$ cat src/rtl/ddb_pkg.sv
package ddb_pkg;

    typedef enum logic {
        SEL_LO = 1'b0,
        SEL_HI = 1'b1
    } sel_e;

    typedef enum logic [2:0] {
        ACC_NONE  = 3'd0,
        ACC_WR_HI = 3'd1,
        ACC_WR_LO = 3'd2,
        ACC_RD_HI = 3'd3,
        ACC_RD_LO = 3'd4
    } acc_e;

    // Classify one sampled CPU access; conflicting or blocked accesses are dropped.
    function automatic acc_e classify(input logic cs, input logic sel,
                                      input logic rd, input logic wr,
                                      input logic busy);
        acc_e k;
        k = ACC_NONE;
        if (cs && !busy && (rd ^ wr)) begin
            if (wr) k = (sel == SEL_HI) ? ACC_WR_HI : ACC_WR_LO;
            else    k = (sel == SEL_HI) ? ACC_RD_HI : ACC_RD_LO;
        end
        return k;
    endfunction

endpackage

$ cat src/rtl/ddb_decode.sv
module ddb_decode
    import ddb_pkg::*;
(
    input  logic cs,
    input  logic sel,
    input  logic rd,
    input  logic wr,
    input  logic busy,
    output acc_e acc
);
    always_comb begin
        acc = classify(cs, sel, rd, wr, busy);
    end
endmodule

$ cat src/rtl/ddb_wr_path.sv
module ddb_wr_path
    import ddb_pkg::*;
#(
    parameter int BYTE_W = 8,
    localparam int WORD_W = 2 * BYTE_W
) (
    input  logic              clk,
    input  logic              rst,
    input  acc_e              acc,
    input  logic [BYTE_W-1:0] cpu_byte,
    output logic [WORD_W-1:0] word_out,
    output logic              word_oe,
    output logic              wr_stb
);
    logic [BYTE_W-1:0] hold_hi;
    logic              stb_q;
    logic [WORD_W-1:0] word_q;

    always_ff @(posedge clk) begin
        if (rst) begin
            hold_hi <= '0;
            stb_q   <= 1'b0;
            word_q  <= '0;
        end else begin
            stb_q  <= 1'b0;
            word_q <= '0;
            case (acc)
                ACC_WR_HI: hold_hi <= cpu_byte;
                ACC_WR_LO: begin
                    stb_q  <= 1'b1;
                    word_q <= {hold_hi, cpu_byte};
                end
                default: ;
            endcase
        end
    end

    assign word_out = word_q;
    assign word_oe  = stb_q;
    assign wr_stb   = stb_q;
endmodule

$ cat src/rtl/ddb_rd_path.sv
module ddb_rd_path
    import ddb_pkg::*;
#(
    parameter int BYTE_W = 8,
    localparam int WORD_W = 2 * BYTE_W
) (
    input  logic              clk,
    input  logic              rst,
    input  acc_e              acc,
    input  logic [WORD_W-1:0] disk_word,
    output logic              rd_stb,
    output logic              busy,
    output logic [BYTE_W-1:0] cpu_byte,
    output logic              cpu_oe
);
    logic              pend_q;
    logic [BYTE_W-1:0] cap_hi;
    logic [BYTE_W-1:0] resp_q;
    logic              oe_q;

    always_ff @(posedge clk) begin
        if (rst) begin
            pend_q <= 1'b0;
            cap_hi <= '0;
            resp_q <= '0;
            oe_q   <= 1'b0;
        end else begin
            oe_q   <= 1'b0;
            resp_q <= '0;
            if (pend_q) begin
                pend_q <= 1'b0;
                resp_q <= disk_word[BYTE_W-1:0];
                cap_hi <= disk_word[WORD_W-1:BYTE_W];
                oe_q   <= 1'b1;
            end else begin
                case (acc)
                    ACC_RD_LO: pend_q <= 1'b1;
                    ACC_RD_HI: begin
                        resp_q <= cap_hi;
                        oe_q   <= 1'b1;
                    end
                    default: ;
                endcase
            end
        end
    end

    assign rd_stb   = pend_q;
    assign busy     = pend_q;
    assign cpu_byte = resp_q;
    assign cpu_oe   = oe_q;
endmodule

$ cat src/rtl/ddb_bridge.sv
module ddb_bridge
    import ddb_pkg::*;
#(
    parameter int BYTE_W = 8,
    localparam int WORD_W = 2 * BYTE_W
) (
    input  logic              clk,
    input  logic              rst,
    input  logic              acc_cs,
    input  logic              acc_sel,
    input  logic              acc_rd,
    input  logic              acc_wr,
    input  logic [BYTE_W-1:0] acc_wdata,
    output logic [BYTE_W-1:0] acc_rdata,
    output logic              acc_rdata_oe,
    input  logic [WORD_W-1:0] dsk_rdata,
    output logic [WORD_W-1:0] dsk_wdata,
    output logic              dsk_wdata_oe,
    output logic              dsk_rd_stb,
    output logic              dsk_wr_stb
);
    acc_e acc;
    logic busy;

    ddb_decode u_dec (
        .cs   (acc_cs),
        .sel  (acc_sel),
        .rd   (acc_rd),
        .wr   (acc_wr),
        .busy (busy),
        .acc  (acc)
    );

    ddb_wr_path #(.BYTE_W(BYTE_W)) u_wr (
        .clk      (clk),
        .rst      (rst),
        .acc      (acc),
        .cpu_byte (acc_wdata),
        .word_out (dsk_wdata),
        .word_oe  (dsk_wdata_oe),
        .wr_stb   (dsk_wr_stb)
    );

    ddb_rd_path #(.BYTE_W(BYTE_W)) u_rd (
        .clk       (clk),
        .rst       (rst),
        .acc       (acc),
        .disk_word (dsk_rdata),
        .rd_stb    (dsk_rd_stb),
        .busy      (busy),
        .cpu_byte  (acc_rdata),
        .cpu_oe    (acc_rdata_oe)
    );
endmodule

$ cat config.mk
export PLATFORM = sky130hd
export DESIGN_NAME = ddb_bridge
export DESIGN_NICKNAME = d
export VERILOG_FILES = /design/src/rtl/ddb_pkg.sv /design/src/rtl/ddb_decode.sv /design/src/rtl/ddb_wr_path.sv /design/src/rtl/ddb_rd_path.sv /design/src/rtl/ddb_bridge.sv
export SDC_FILE = /design/constraint.sdc
export NUM_CORES = 1
export LEC_CHECK = 0
export ABC_CLOCK_PERIOD_IN_PS = 3350
export BUFFER_PORTS_ARGS = -buffer_cell sky130_fd_sc_hd__buf_2
export CAP_MARGIN = 20
export CORE_UTILIZATION = 30
export DETAILED_ROUTE_END_ITERATION = 12
export PLACE_DENSITY = 0.64
export SLEW_MARGIN = 10
export SYNTH_ARGS = -nofsm -noshare
export SYNTH_HDL_FRONTEND = slang
export SYNTH_SLANG_ARGS = --single-unit
$ cat constraint.sdc
create_clock -name clk -period 3.35 [get_ports clk]
set_input_delay 0.335 -clock clk [delete_from_list [all_inputs] [get_ports clk]]
set_output_delay 0.335 -clock clk [all_outputs]
set_load 0.03 [all_outputs]
# After elaboration in Yosys (flattened, before gate mapping)
# Index checks and enable logic that the tools add are counted.
[classes]
add_sub_neg = 0
n_mul = 0
div = 0
order_cmp = 0
n_eq_ne = 4
shift = 0
muxes = 10
bitwise_logic = 2
reduce_logical = 5
[ops]
columns = ["op", "count"]
rows = [
  ["$mux 8", 2],
  ["$mux 3", 3],
  ["$eq 3x2->1 const B", 2],
  ["$mux 1", 4],
  ["$reduce_or 2->1", 2],
  ["$eq 3x1->1 const B", 1],
  ["$eq 3x3->1 const B", 1],
  ["$logic_and 1x1->1", 2],
  ["$mux 2", 1],
  ["$logic_not 1->1", 1],
  ["$not 1->1", 1],
  ["$xor 1x1->1", 1],
]
[totals]
regBits = 43
latchBits = 0
ram_bits = 0
mem_bits_ro = 0
inputBits = 30
out_inout_bits = 28
memories = 0

# Longest topological paths before layout
[logic_depth]
ltp_word = 7
depth_mapped = 9

# Hierarchy
# A second synthesis with hierarchy kept.
[unflattened]
cells_unflattened = 151
area_unflattened_um2 = 1570.3
[by_module_without_submodules]
columns = ["module", "n_inst", "cells_each", "area_each_um2", "seq_area_each_um2"]
rows = [
  ["ddb_wr_path", 1, 71, 839.6, 500.5],
  ["ddb_rd_path", 1, 70, 675.6, 360.3],
  ["ddb_decode", 1, 10, 55.1, 0.0],
]

# Worst setup path before layout
# Ideal clock, no wire load.
[synth_path]
path_kind = "input -> register"
start = "input port acc_sel"
end = "register u_wr.word_q[10], in the netlist u_wr.word_out[10]"
arrival_time_ps = 1791
setup_slack_ps = 1444
stages = 9
path_buffers = 4
cell_sequence = "clkbuf_1 -> inv_1 -> ha_1 -> nor4bb_4 -> buf_6 -> and3_1 -> buf_4 -> buf_6 -> and2_1"
[synth_between]
elab_chain_len = 6
[synth_rtl]
columns = ["element", "line_no", "source"]
rows = [
  ["start: declaration", "ddb_bridge.sv:10", "input logic acc_sel,"],
  ["$mux 3 or $mux 2 (tied branches)", "ddb_pkg.sv:24, ddb_pkg.sv:23", ""],
  ["$mux 3 (*)", "ddb_pkg.sv:23", "if (wr) k = (sel == SEL_HI) ? ACC_WR_HI : ACC_WR_LO;"],
  ["$mux 3 (*)", "ddb_pkg.sv:22", "if (cs && !busy && (rd ^ wr)) begin"],
  ["$eq 3x2->1 (*)", "ddb_wr_path.sv:27", "case (acc)"],
  ["$not 1->1 (no line) (*)", "--", ""],
  ["$reduce_or 2->1 (no line) (*)", "--", ""],
  ["end signal: assignment", "ddb_wr_path.sv:31", "word_q <= {hold_hi, cpu_byte};"],
  ["end: declaration", "ddb_wr_path.sv:17", "logic [WORD_W-1:0] word_q;"],
]
# Every way passes the cells marked *; elsewhere a longest branch is shown, timed or not.
# A chain may end at the register's enable or synchronous reset.

# Final worst setup path
[layout_path]
start = "register u_rd.pend_q, in the netlist u_rd.busy"
end = "register u_wr.word_q[13], in the netlist u_wr.word_out[13]"
[layout_between]
elab_chain_len = 7
[layout_rtl]
columns = ["element", "line_no", "source"]
rows = [
  ["start: declaration", "ddb_rd_path.sv:16", "logic pend_q;"],
  ["start signal: assignment", "ddb_rd_path.sv:23", "pend_q <= 1'b0;"],
  ["start signal: assignment", "ddb_rd_path.sv:31", "pend_q <= 1'b0;"],
  ["start signal: assignment", "ddb_rd_path.sv:37", "ACC_RD_LO: pend_q <= 1'b1;"],
  ["$logic_not 1->1", "ddb_pkg.sv:22", ""],
  ["$logic_and 1x1->1 (2 in a row)", "ddb_pkg.sv:22", ""],
  ["$mux 3", "ddb_pkg.sv:22", ""],
  ["$eq 3x2->1", "ddb_wr_path.sv:27", ""],
  ["$not 1->1 (no line)", "--", ""],
  ["$reduce_or 2->1 (no line)", "--", ""],
]
# No other way between the ends.

==> results.cfg <==
[synth]
yosysTopAreaCellShare = 0.556
synthTopCellsByArea = dfxtp_1, mux2i_1, and2_1, nand2b_1, nand4_1
synth_top_cell_by_area = dfxtp_1
synth_top_family_by_area = simple AND/OR/NAND/NOR gates
ys_warn_count = 0
synth_cell_types = 21
netlist_instances = 147
synth-simple-area-share = 0.243
synth_xor_area_frac = 0.00566
seq_area_frac_synth = 0.556
synth-compound-area-share = 0.0299
synth_fa_ha_area_frac = 0.00808
async_reset_ff_frac = 0
synth_flop_cell = dfxtp_1
synthMuxAreaShare = 0.103
synth_area_um2 = 1550
synth_fp_nets = 178
ys_ff_latch = 43
avgSynthCellArea_um2 = 10.5
synth_edf_count = 0

[clocking]
clk-insertion-delay-late_ns = 0.29
clock_path_buffers = 2
clk_pin_slew_worst_paths_ns = 0.08
cts.sinks = 43
cts_made_buffers = 5
cts_setup_buffers = 0
clock-root-buffer = clkbuf_8
cts_hold_buf = 0
cts_tree = built
post_cts_resized = 0
cts_max_level = 2

[detailed_routing]
firstDrtPassIters = 4
wl_per_cell_um = 11.1
vias = 1116
postRouteAntennaNets = 0
routed_wl_mm = 2.95
route.detailed.drc = 0
drt_iter0_markers = 26
vias_per_cell = 4.18

[sta]
timing.slew.headroom = 0.403
rsz0062_at_grt = false
fin_crit_ns = 2.03
hold_ws_ns = 0.257
slew_viol_final = 0
finalSetupViolCount = 0
tightest_slew_ns = 0.895
hold_violations = 0
finalWorstSetupSlack_ns = 1.32
max_freq_mhz = 494
final.setup.tns_ns = 0
period_share = 0.604
clock_skew_ns = 0.00632

[critical_path]
worstPathRequired_ns = 3.59
r2r-start = u_rd.busy
path_max_fanout = 20
ff2ff_path_depth = 3
rr_endpoint = u_wr.word_out[13]
r2r_slack_ns = 1.32
critPathKind = flop to flop
cp.arrival_ns = 2.26
cp-end-kind = flop
cp-start-kind = flop

[pwr]
powerDensity_nw_per_um2 = 498
vdd_ir_drop_max_uv = 193
total_leakage_power_nw = 0.858

[floorplan]
die_y_um = 73.8
fp-row-count = 25
fp.coreArea_um2 = 4850
pin_count = 58
die_w_um = 73.8
start_util = 0.319
design.die.area_um2 = 5450

[grt]
grt_max_degree = 35
overflow = 0
grt_use_total = 0.110
grt_pass1_wl_mm = 4.55
grt_pass1_vias = 989
antenna_found_initial = 0

[final_layout]
antennaDiodeCount = 0
area_growth_pct = 26.2
final_nets = 230
ff_latch_area_um2 = 861
multi_input_area_um2 = 603
nFillCells = 492
finalNonFillerCells = 267
drive_gt1_frac = 0.330

[worst_hold_path]
hold_class = primary input to flop
min_delay_path_depth = 2
whs_endpoint = u_wr.word_out[2]
worstHoldStart = acc_wdata[2]

[placement]
dp_slack_ns = 1.09
place_inst = 259
port_buffers = 57
post-dp-hpwl_mm = 2.09
gp_congestion = 0.744

[status]
status = completed

[flow_run]
cap_violations = 0
-- worst max path at each step --
stage / from / endpoint / slack [ns] / depth (start not counted)
finish: u_rd.busy / u_wr.word_out[13] / 1.32 / 3
global route: u_rd.busy / u_wr.word_out[3] / 1.13 / 3
CTS: u_rd.busy / u_wr.word_out[13] / 1.25 / 3
detailed placement: acc_sel / u_wr.word_out[13] / 1.09 / 6
global placement: acc_sel / u_wr.word_out[13] / 1.21 / 6
floorplan: acc_sel / u_wr.word_out[10] / 1.44 / 9
-- critical path, cell delays in order (launching register included) --
cell and delay (ns):
dfxtp_1 0.60, nor4bb_4 0.64, and3_1 0.53, and2_1 0.19
-- logic make-up after synthesis --
group,count (synthesis)
AND/OR/NAND/NOR,63
flip-flops,43
multiplexers,16
buffers and inverters,14
AO/OA/AOI/OAI,9
XOR/XNOR,1
adder cells (fa/ha/maj),1
-- cell usage after synthesis, drive strengths merged (2+ instances only) --
cell	number
buf	6
clkbuf	6
nand2	8
and2	16
mux2i	16
nor2	10
nand2b	16
dfxtp	43
inv	2
a21oi	8
nand4	8
-- layout by cell type (no fill, tap or decap), drive strengths merged --
cell type / count
nor3b: 1
nand2b: 16
nand4: 8
ha: 1
mux2i: 16
and2: 16
clkbuf: 5
nand2: 8
and4b: 1
dfxtp: 43
and3: 1
a21oi: 8
a31oi: 1
and4: 1
bufinv: 1
nor2: 10
nor4bb: 1
xor2: 1
buf: 57
inv: 2
clkinv: 2
-- area by class of cell --
class / count / share of cell area
Multi-Input combinational cell: 90 / 0.309
Tap cell: 67 / 0.0429
Clock inverter: 3 / 0.0224
Inverter: 2 / 0.00384
Timing Repair Buffer: 57 / 0.146
Clock buffer: 5 / 0.0352
Sequential cell: 43 / 0.441
-- through the flow --
stage | total power, mW | utilization | instance area (µm²)
2_1_floorplan | 0.566 | - | 1550
3_3_place_gp | 0.587 | 0.380 | 1840
6_report | 0.973 | 0.403 | 1950
4_1_cts | 0.986 | 0.403 | 1950
5_1_grt | 1.01 | 0.403 | 1950
3_5_place_dp | 0.589 | 0.380 | 1840
-- power breakdown --
part	switching [mW]	internal, mW
logic	0.0320	0.0266
registers	0.00226	0.515
clock network	0.175	0.222
-- layer usage --
layer  GRT usage  wire (µm)  part of all wire  vias to the layer above
li1            -          -                 -                      585
met1       0.139       1380              0.47                      490
met2       0.165       1340              0.45                       33
met3      0.0370        164             0.056                        8
met4      0.0620         68             0.023                        0
met5           0          0                 0                        -
-- sequential cells by signal, indices dropped and copies added (netlist names) --
name,flops
u_wr.word_oe,1
u_rd.cpu_oe,1
u_rd.cpu_byte,8
u_rd.cap_hi,8
u_wr.hold_hi,8
u_wr.word_out,16
u_rd.busy,1
(Power assumes the default switching activity.)
